## config.mk

```make
export PLATFORM = sky130hd
export DESIGN_NAME = xfer_engine
export DESIGN_NICKNAME = d
export VERILOG_FILES = /design/src/rtl/xfer_pkg.sv /design/src/rtl/xfer_ptr.sv /design/src/rtl/xfer_ctrl.sv /design/src/rtl/xfer_dp.sv /design/src/rtl/xfer_engine.sv
export SDC_FILE = /design/constraint.sdc
export NUM_CORES = 1
export LEC_CHECK = 0
export ABC_AREA = 1
export BUFFER_PORTS_ARGS = -buffer_cell sky130_fd_sc_hd__buf_2
export CAP_MARGIN = 20
export CORE_MARGIN = 5
export CORE_UTILIZATION = 35
export DETAILED_ROUTE_END_ITERATION = 10
export GPL_ROUTABILITY_DRIVEN = 0
export PLACE_DENSITY_LB_ADDON = 0.12
export SYNTH_ARGS = -nofsm -noshare
export SYNTH_HDL_FRONTEND = slang
export SYNTH_SLANG_ARGS = --single-unit
```

## constraint.sdc

```tcl
create_clock -name clk -period 2.6 [get_ports clk]
set_input_delay 0.39 -clock clk [delete_from_list [all_inputs] [get_ports clk]]
set_output_delay 0.39 -clock clk [all_outputs]
set_load 0.03 [all_outputs]
```

## src/rtl/xfer_pkg.sv

```systemverilog
package xfer_pkg;

  typedef enum logic [1:0] {
    ST_IDLE  = 2'd0,
    ST_READ  = 2'd1,
    ST_WRITE = 2'd2
  } xferState_t;

  // strobes from control to datapath
  typedef struct packed {
    logic loadData;  // read handshake completed, capture data
    logic advance;   // write handshake completed, step pointers and count
    logic finish;    // count exhausted: raise done, drop enable
  } xferStrobe_t;

  localparam logic [2:0] REG_MODE  = 3'd0;
  localparam logic [2:0] REG_RSEL  = 3'd1;
  localparam logic [2:0] REG_SRC   = 3'd2;
  localparam logic [2:0] REG_DST   = 3'd3;
  localparam logic [2:0] REG_COUNT = 3'd4;
  localparam logic [2:0] REG_CTRL  = 3'd5;

endpackage

```

## src/rtl/xfer_ptr.sv

```systemverilog
module xfer_ptr #(
  parameter int AW = 16
) (
  input  logic          clk,
  input  logic          rstN,
  input  logic          load,
  input  logic [AW-1:0] loadVal,
  input  logic          advance,
  input  logic [1:0]    mode,
  input  logic          wide,
  output logic [AW-1:0] addr
);
  logic [AW-1:0] stride;
  assign stride = wide ? AW'(2) : AW'(1);

  always_ff @(posedge clk) begin
    if (!rstN) begin
      addr <= '0;
    end else if (load) begin
      addr <= loadVal;
    end else if (advance) begin
      case (mode)
        2'b00:   addr <= addr;
        2'b01:   addr <= addr + stride;
        default: addr <= addr - stride;  // 10 and reserved 11
      endcase
    end
  end
endmodule

```

## src/rtl/xfer_ctrl.sv

```systemverilog
module xfer_ctrl
  import xfer_pkg::*;
#(
  parameter int REQ_LINES = 32,
  localparam int SW = $clog2(REQ_LINES)
) (
  input  logic                 clk,
  input  logic                 rstN,
  input  logic [REQ_LINES-1:0] hwReq,
  input  logic [SW-1:0]        reqSel,
  input  logic                 en,
  input  logic                 countZero,
  input  logic                 swPulse,
  input  logic                 rdReady,
  input  logic                 wrReady,
  output logic                 rdValid,
  output logic                 wrValid,
  output xferStrobe_t          strobe
);
  xferState_t state, stateNext;
  logic linePrev, selLine, edgeHit, pending, startUnit;

  assign selLine   = hwReq[reqSel];
  assign edgeHit   = selLine & ~linePrev;
  assign startUnit = (state == ST_IDLE) && en && !countZero && pending;

  assign strobe.finish   = (state == ST_IDLE) && en && countZero;
  assign strobe.loadData = (state == ST_READ) && rdReady;
  assign strobe.advance  = (state == ST_WRITE) && wrReady;

  assign rdValid = (state == ST_READ);
  assign wrValid = (state == ST_WRITE);

  always_comb begin
    stateNext = state;
    case (state)
      ST_IDLE:  if (startUnit) stateNext = ST_READ;
      ST_READ:  if (rdReady)   stateNext = ST_WRITE;
      ST_WRITE: if (wrReady)   stateNext = ST_IDLE;
      default:                 stateNext = ST_IDLE;
    endcase
  end

  always_ff @(posedge clk) begin
    if (!rstN) begin
      state    <= ST_IDLE;
      linePrev <= 1'b0;
      pending  <= 1'b0;
    end else begin
      state    <= stateNext;
      linePrev <= selLine;
      if (!en || strobe.finish)     pending <= 1'b0;
      else if (edgeHit || swPulse)  pending <= 1'b1;
      else if (startUnit)           pending <= 1'b0;
    end
  end
endmodule

```

## src/rtl/xfer_dp.sv

```systemverilog
module xfer_dp
  import xfer_pkg::*;
#(
  parameter int AW = 16,
  parameter int CW = 16,
  parameter int DW = 16,
  parameter int SW = 5,
  localparam int WW = 16,
  localparam int BW = DW / 2
) (
  input  logic          clk,
  input  logic          rstN,
  input  logic          cfgWe,
  input  logic [2:0]    cfgAddr,
  input  logic [WW-1:0] cfgWdata,
  input  xferStrobe_t   strobe,
  input  logic [DW-1:0] rdData,
  output logic [AW-1:0] rdAddr,
  output logic          rdWide,
  output logic [AW-1:0] wrAddr,
  output logic          wrWide,
  output logic [DW-1:0] wrData,
  output logic [7:0]    modeOut,
  output logic [SW-1:0] reqSel,
  output logic [AW-1:0] srcAddr,
  output logic [AW-1:0] dstAddr,
  output logic [CW-1:0] count,
  output logic          en,
  output logic          done,
  output logic          countZero,
  output logic          swPulse
);
  logic [4:0]    modeR;
  logic [DW-1:0] dataR;
  logic          wide, cfgOpen, ctrlWr;
  logic [AW-1:0] ptrAddr [2];
  logic [1:0]    ptrMode [2];
  logic          ptrLoad [2];

  assign wide      = modeR[4];
  assign cfgOpen   = cfgWe && !en;
  assign ctrlWr    = cfgWe && (cfgAddr == REG_CTRL);
  assign swPulse   = ctrlWr && cfgWdata[1] && en;
  assign countZero = (count == '0);
  assign modeOut   = {3'b000, modeR};

  assign ptrMode[0] = modeR[1:0];
  assign ptrMode[1] = modeR[3:2];

  for (genvar i = 0; i < 2; i++) begin : g_ptr
    assign ptrLoad[i] = cfgOpen && (cfgAddr == ((i == 0) ? REG_SRC : REG_DST));
    xfer_ptr #(.AW(AW)) u_ptr (
      .clk    (clk),
      .rstN   (rstN),
      .load   (ptrLoad[i]),
      .loadVal(cfgWdata[AW-1:0]),
      .advance(strobe.advance),
      .mode   (ptrMode[i]),
      .wide   (wide),
      .addr   (ptrAddr[i])
    );
  end

  assign srcAddr = ptrAddr[0];
  assign dstAddr = ptrAddr[1];
  assign rdAddr  = wide ? {srcAddr[AW-1:1], 1'b0} : srcAddr;
  assign wrAddr  = wide ? {dstAddr[AW-1:1], 1'b0} : dstAddr;
  assign rdWide  = wide;
  assign wrWide  = wide;
  assign wrData  = wide ? dataR : {{(DW-BW){1'b0}}, dataR[BW-1:0]};

  always_ff @(posedge clk) begin
    if (!rstN) begin
      modeR  <= '0;
      reqSel <= '0;
      count  <= '0;
      en     <= 1'b0;
      done   <= 1'b0;
      dataR  <= '0;
    end else begin
      if (strobe.loadData) dataR <= rdData;
      if (strobe.advance)  count <= count - 1'b1;
      if (cfgOpen) begin
        case (cfgAddr)
          REG_MODE:  modeR  <= cfgWdata[4:0];
          REG_RSEL:  reqSel <= cfgWdata[SW-1:0];
          REG_COUNT: count  <= cfgWdata[CW-1:0];
          default: ;
        endcase
      end
      if (strobe.finish) begin
        en   <= 1'b0;
        done <= 1'b1;
      end
      if (ctrlWr) begin
        en <= cfgWdata[0];
        if (cfgWdata[0]) done <= 1'b0;
      end
    end
  end
endmodule

```

## src/rtl/xfer_engine.sv

```systemverilog
module xfer_engine
  import xfer_pkg::*;
#(
  parameter int REQ_LINES = 32,
  parameter int AW = 16,
  parameter int CW = 16,
  parameter int DW = 16,
  localparam int SW = $clog2(REQ_LINES)
) (
  input  logic                 clk,
  input  logic                 rstN,
  input  logic                 cfgWe,
  input  logic [2:0]           cfgAddr,
  input  logic [15:0]          cfgWdata,
  input  logic [REQ_LINES-1:0] hwReq,
  output logic                 rdValid,
  input  logic                 rdReady,
  output logic [AW-1:0]        rdAddr,
  output logic                 rdWide,
  input  logic [DW-1:0]        rdData,
  output logic                 wrValid,
  input  logic                 wrReady,
  output logic [AW-1:0]        wrAddr,
  output logic                 wrWide,
  output logic [DW-1:0]        wrData,
  output logic [7:0]           modeOut,
  output logic [SW-1:0]        reqSelOut,
  output logic [AW-1:0]        srcAddrOut,
  output logic [AW-1:0]        dstAddrOut,
  output logic [CW-1:0]        countOut,
  output logic                 enOut,
  output logic                 doneOut
);
  xferStrobe_t strobe;
  logic countZero, swPulse;

  xfer_ctrl #(.REQ_LINES(REQ_LINES)) u_ctrl (
    .clk      (clk),
    .rstN     (rstN),
    .hwReq    (hwReq),
    .reqSel   (reqSelOut),
    .en       (enOut),
    .countZero(countZero),
    .swPulse  (swPulse),
    .rdReady  (rdReady),
    .wrReady  (wrReady),
    .rdValid  (rdValid),
    .wrValid  (wrValid),
    .strobe   (strobe)
  );

  xfer_dp #(.AW(AW), .CW(CW), .DW(DW), .SW(SW)) u_dp (
    .clk      (clk),
    .rstN     (rstN),
    .cfgWe    (cfgWe),
    .cfgAddr  (cfgAddr),
    .cfgWdata (cfgWdata),
    .strobe   (strobe),
    .rdData   (rdData),
    .rdAddr   (rdAddr),
    .rdWide   (rdWide),
    .wrAddr   (wrAddr),
    .wrWide   (wrWide),
    .wrData   (wrData),
    .modeOut  (modeOut),
    .reqSel   (reqSelOut),
    .srcAddr  (srcAddrOut),
    .dstAddr  (dstAddrOut),
    .count    (countOut),
    .en       (enOut),
    .done     (doneOut),
    .countZero(countZero),
    .swPulse  (swPulse)
  );
endmodule

```

==> run summary, run 1 <==
number of flops mapped to enable cells by yosys - 0
Setup TNS Final - 0 ns
RSZ-0062 raised after global routing - false
Setup crit end kind - flip-flop
crit-path max FO - 14
WL/cell - 14.4 um
Seq cells post-synth - 80
Final Skew - 0.00837 ns
Layout fillers - 1941
Slowest Stage Delay on Critical Path - 0.52 ns
final cycle utilization of the critical path - 0.895
post-synth cell types - 42
Antenna Nets Post-Route - 0
Clock Latency Late Sink - 0.35 ns
PostCTS Resize Cnt - 0
Worst Path Required - 2.87 ns
Arr. time, crit path - 2.60 ns
Final Power - 3.26 mW
initial antenna violation count - 0
outcome - finished, final reports clean
final setup fails - 0
final hold vios - 0
FP Rows - 48
max_cap viols - 0
share of layout cells above drive strength 1 - 0.212
count of TritonRoute iterations in the first routing pass - 5
Startpoint Class - flip-flop
die outline height - 142 um
crit path time final - 2.33 ns
Core Util, Final - 0.418
DRT Wirelength - 19100 um
critical path class - flip-flop to flip-flop
Synth area leader - dfxtp_1
area of the die - 0.0201 mm2
largest net degree at the start of global routing - 38
Hold Path Class - input port to flip-flop
post-synthesis cell count - 962
ANT cells - 0
pre-CTS setup slack - 0.344 ns
CTS H-tree lvls - 3
vias post-DR - 6334
Via density - 4.77
Initial Util - 0.354
CTS Hold Buffers Added - 0
Post-route DRC - 0
I/O Buffers - 183
share of the yosys chip area belonging to registers - 0.263
Synth async-reset ratio - 0
CTS clk-pin slew, worst paths - 0.07 ns
first-pass GRT wire length - 30200 um
Highest Clock Rate - 430 MHz
CP delay by family, top - simple AND/OR/NAND/NOR gates
via count of the first global-routing pass - 5960
crit-path cells - nand2_1 > ha_1 > a21oi_1 > nand2_1 > nand2_1 > nand2_1 > nor2_1 > nand2_1 > nand2_1 > nand3_1 > a21oi_1
Top Ports - 187
CP bufs+invs - 0
most common cell in the netlist - nand2_1
synthesized area per cell - 6.32 um2
core area - 0.0172 mm2
CP max stage cell - ha_1
Synth area leaders - dfxtp_1 26%, nand2_1 15%, inv_1 9.1%
Rel. slew slack - 0.482
Global Route Usage Sum - 0.186
area delta synth->final - 17.9%
Setup WS post-layout - 0.273 ns
Synth Flop Type - dfxtp_1
# clock sinks - 80
final slew viol count - 0
CTS Root Cell - clkbuf_16
Power Dens Cells - 454 mW/mm2
Synth top area share - 0.263
worst IR drop on VDD - 323 uV
CTS Buf Count - 9
static leakage - 3.75 nW
post-CTS setup buffers - 0
grt total ovfl - 0
TritonCTS clock tree - built
most frequent CP cell - nand2_1
Cell Area, Synth - 0.00608 mm2
First DRT Iteration DRCs - 379
pin slew with the least headroom to its limit - 0.776 ns
Bufs on Longest Clock Path - 2
Commonest cells post-synth - 246 x nand2_1, 147 x inv_1, 94 x nand3_1
DP HPWL - 14900 um
Synth warnings - 0
DIE WIDTH - 142 um
Final nets - 1203
[metal layers]
layer,GRT usage,routed length (um),up-vias
met1,0.256,9140,2885
met4,0.0500,210,0
li1,-,-,3316
met2,0.307,8870,122
met5,0,0,-
met3,0.0222,871,11
[sequential cells by signal, summed over array words and instances, names as in the netlist]
signal / flops
u_ctrl.linePrev: 1
u_dp.done: 1
u_dp.modeR: 5
u_ctrl.pending: 1
u_dp.dataR: 16
u_dp.reqSel: 5
u_ctrl.state: 2
u_dp.en: 1
u_dp.g_ptr.u_ptr.addr: 32
u_dp.count: 16
[kinds of logic after synthesis]
family / Yosys count / synth area share
flip-flops: 80 / 0.263
buffers and inverters: 224 / 0.171
AND/OR/NAND/NOR: 439 / 0.318
other: 1 / 0.000617
AO/OA/AOI/OAI: 165 / 0.147
XOR/XNOR: 19 / 0.0274
adder cells (fa/ha/maj): 34 / 0.0724
[tightest hold or removal path, stage by stage]
cell and delay [ns]:
buf_2 0.09, nand3_1 0.07, a21oi_1 0.06
[stage by stage]
step | hold slack (ns) | area, um2 | instances
global route | 0.306 | 7170 | 1327
detailed placement | 0.441 | 6880 | 1311
finish | 0.301 | 7170 | 1327
CTS | 0.289 | 7170 | 1327
floorplan | 0.440 | 6090 | 964
global placement | 0.435 | 6880 | 1311
[cells in the final DEF, fill, tap and decap left out, types with 5 or more instances in the layout]
master       n
inv_2        8
buf_4        7
a31oi_1      6
o22ai_1     16
nand2_1    246
o21ai_0     38
buf_2      183
o21ai_1      5
ha_1        32
nand4_1      5
clkbuf_16    9
nor2_1      62
xor2_1      17
dfxtp_1     80
inv_1      147
nand3_1     94
a21oi_1     89
nand3b_1     6
[final timing paths]
kind                                     from                      endpoint  slack (ns)  depth (start not counted)
worst max-delay path            u_dp.modeR[0]  u_dp.g_ptr[0].u_ptr.addr[14]        0.27                         11
worst min-delay path               rdData[12]                u_dp.dataR[12]        0.30                          3
worst max register to register  u_dp.modeR[0]  u_dp.g_ptr[0].u_ptr.addr[14]        0.27                         11
worst min register to register      u_dp.done                     u_dp.done        0.45                          2
[area by class of cell]
class	instances	area, um2	share of cell area
flip-flops and latches	80	1600	0.223
clock buffers	9	225	0.0314
inverters	156	586	0.0816
repair buffers	190	968	0.135
well taps	225	282	0.0393
multi-input cells	660	3450	0.481
clock inverters	7	62.6	0.00872
[report_power, final]
part	internal (mW)	total, mW	switching, mW	leakage, nW
logic	0.239	0.705	0.467	2.97
registers	1.25	1.28	0.0321	0.648
clock network	0.668	1.27	0.601	0.139
total	2.16	3.26	1.10	3.75
(Power assumes the default switching activity.)
==> inputs of run 2 (changes only) <==
--- a/config.mk
+++ b/config.mk
@@ -5,7 +5,6 @@
 export SDC_FILE = /design/constraint.sdc
 export NUM_CORES = 1
 export LEC_CHECK = 0
-export ABC_AREA = 1
 export BUFFER_PORTS_ARGS = -buffer_cell sky130_fd_sc_hd__buf_2
 export CAP_MARGIN = 20
 export CORE_MARGIN = 5
==> run 2 against run 1 <==
Net effect: critical path depth is 2 lower; fmax decreased by 5.8%; worst hold slack lost 0.016 ns; first-iteration DRC count shrank 34%; global-route usage is 0.62 points higher; area after synthesis decreased by 10%; total power increased by 3.0%; clock-buffer cell count grew 1; critical endpoint is now u_dp.g_ptr[0].u_ptr.addr[10]; largest power group is now the clock network.
==> run summary, run 2 <==
met2 Usage GRT - 0.323
Final nets - 925
First DRT Iteration DRCs - 249
most common cell after layout, fill and taps aside - buf_2
Synth async-reset ratio - 0
Synth warnings - 0
# clock sinks - 80
Seq cells post-synth - 80
crit path time final - 2.47 ns
Final Skew - 0.00597 ns
Global Route Usage Sum - 0.192
CP delay by family, top - compound AO/OA/AOI/OAI gates
outcome - finished, final reports clean
vias post-DR - 5423
final slew viol count - 0
r2r endpoint - u_dp.g_ptr[0].u_ptr.addr[10]
most common cell in the netlist - nand2_1
Slowest Stage Delay on Critical Path - 0.39 ns
die outline height - 135 um
CTS H-tree lvls - 3
post-synthesis cell count - 676
Clock Latency Late Sink - 0.34 ns
number of flops mapped to enable cells by yosys - 0
Antenna Nets Post-Route - 0
Final Power - 3.36 mW
crit-path max FO - 8
sequential share of power - 0.384
Synth Flop Type - dfxtp_1
Hold Path Class - input port to flip-flop
R2R depth - 9
core area - 0.0153 mm2
FF-to-FF Start - u_dp.modeR[1]
Synth top area share - 0.292
WL/cell - 17.1 um
ANT cells - 0
Setup WS post-layout - 0.129 ns
sw power - 979 uW
Setup TNS Final - 0 ns
path length in cells of the critical path - 9
Pint - 2.38 mW
combinational power share - 0.210
Commonest cells post-synth - 102 x nand2_1, 80 x dfxtp_1, 55 x nor2_1
grt total ovfl - 0
DRT Wirelength - 17700 um
Cell Area, Synth - 0.00548 mm2
Bufs on Longest Clock Path - 2
DP HPWL - 13800 um
worst IR drop on VDD - 290 uV
first-pass GRT wire length - 28000 um
largest registers - u_dp.g_ptr.u_ptr.addr x32, u_dp.count x16, u_dp.dataR x16
I/O Buffers - 183
CTS Buf Count - 9
via count of the first global-routing pass - 5395
final hold vios - 0
cell area after layout - 0.00675 mm2
FP Rows - 45
Synth area leaders - dfxtp_1 29%, ha_1 7.3%, nand2_1 7.0%
worst-case hold slack - 0.285 ns
pin slew with the least headroom to its limit - 0.848 ns
Rel. slew slack - 0.434
max_cap viols - 0
Setup crit end kind - flip-flop
commonest non-fill, non-tap cells in the layout - 183 x buf_2, 102 x nand2_1, 77 x dfxtp_1
post-synth cell types - 56
final cycle utilization of the critical path - 0.950
pre-CTS setup slack - 0.0159 ns
static leakage - 3.14 nW
met3 Usage GRT - 0.0354
share of the yosys chip area belonging to registers - 0.292
Top Ports - 187
initial antenna violation count - 0
Sw Ratio - 0.292
Non-Filler Instances - 1034
routing usage on met1 - 0.247
Worst Setup SP - u_dp.modeR[1]
area delta synth->final - 23.2%
Initial Util - 0.359
final setup fails - 0
count of TritonRoute iterations in the first routing pass - 5
CTS Root Cell - clkbuf_16
Startpoint Class - flip-flop
Highest Clock Rate - 405 MHz
synthesized area per cell - 8.10 um2
CP max stage cell - o21ai_0
Synth area leader - dfxtp_1
largest net degree at the start of global routing - 34
crit-path cells - nand2b_2 > buf_4 > ha_1 > o21ai_0 > o211ai_1 > a31o_2 > a211o_1 > nand4_1 > a31oi_1
Arr. time, crit path - 2.68 ns
critical path class - flip-flop to flip-flop
placed insts - 1019
CP bufs+invs - 1
post-CTS setup buffers - 0
Worst Path Required - 2.81 ns
area of the die - 0.0182 mm2
Core Util, Final - 0.442
share of layout cells above drive strength 1 - 0.295
PostCTS Resize Cnt - 0
r2r setup slk - 0.13 ns
CTS Hold Buffers Added - 0
Power Dens Cells - 498 mW/mm2
DIE WIDTH - 135 um
Clk pwr share - 0.406
Setup crit end - u_dp.g_ptr[0].u_ptr.addr[10]
CTS clk-pin slew, worst paths - 0.06 ns
cell area after placement - 0.00643 mm2
GR peak layer - met2
Via density - 5.24
max reg flops - 32
TritonCTS clock tree - built
Reg with most FFs - u_dp.g_ptr.u_ptr.addr
Post-route DRC - 0
run 2: cell count changes after synthesis, moves of 20 or more:
cell	change
xnor2_1	+23
a211oi_1	+20
a21oi_1	-38
nand2_1	-144
nand3_1	-82
inv_1	-140
run 2: power groups by stage:
stage / sequential (mW) / combinational (mW) / clock (mW)
5_1_grt: 1.29 / 0.775 / 1.45
2_1_floorplan: 1.36 / 0.448 / 0
3_3_place_gp: 1.32 / 0.699 / 0
3_5_place_dp: 1.32 / 0.701 / 0
6_report: 1.29 / 0.707 / 1.36
4_1_cts: 1.29 / 0.706 / 1.41
run 2: worst min path at each step:
stage | startpoint | endpoint | cells after the start
after floorplan | u_dp.dataR[10] | u_dp.dataR[10] | 2
after global placement | u_dp.dataR[13] | u_dp.dataR[13] | 2
after detailed placement | u_dp.dataR[9] | u_dp.dataR[9] | 2
after CTS | rdData[12] | u_dp.dataR[12] | 3
after global routing | rdData[13] | u_dp.dataR[13] | 3
final | rdData[12] | u_dp.dataR[12] | 3
run 2: worst reg2reg max path: stages, from the launching register on:
cell	delay, ns
dfxtp_1	0.31
nand2b_2	0.18
buf_4	0.17
ha_1	0.33
o21ai_0	0.39
o211ai_1	0.22
a31o_2	0.28
a211o_1	0.28
nand4_1	0.09
a31oi_1	0.08
run 2: layout make-up:
class	count	area [um2]
Clock buffer	10	229
Clock inverter	5	82.6
Fill cell	1594	8510
Inverter	7	26.3
Multi-Input combinational cell	517	3440
Sequential cell	80	1610
Tap cell	211	264
Timing Repair Buffer	204	1100
run 2: per-layer routing:
layer	wire, um	vias up
li1	-	2690
met1	7740	2571
met2	8670	137
met3	999	25
met4	319	0
met5	0	-
run 2: cells by family (layout without fill, tap and decap cells):
group                      Yosys count  in the layout  share of synthesized area
AOI/OAI and AO/OA                  180            180                      0.207
adders and majority gates           34             34                     0.0804
xor gates and xnor gates            37             37                     0.0592
buffers and inverters               81            226                     0.0864
other                                1              3                   0.000685
DFF                                 80             80                      0.292
and+or+nand+nor                    238            238                      0.205
muxes                               25             25                     0.0685
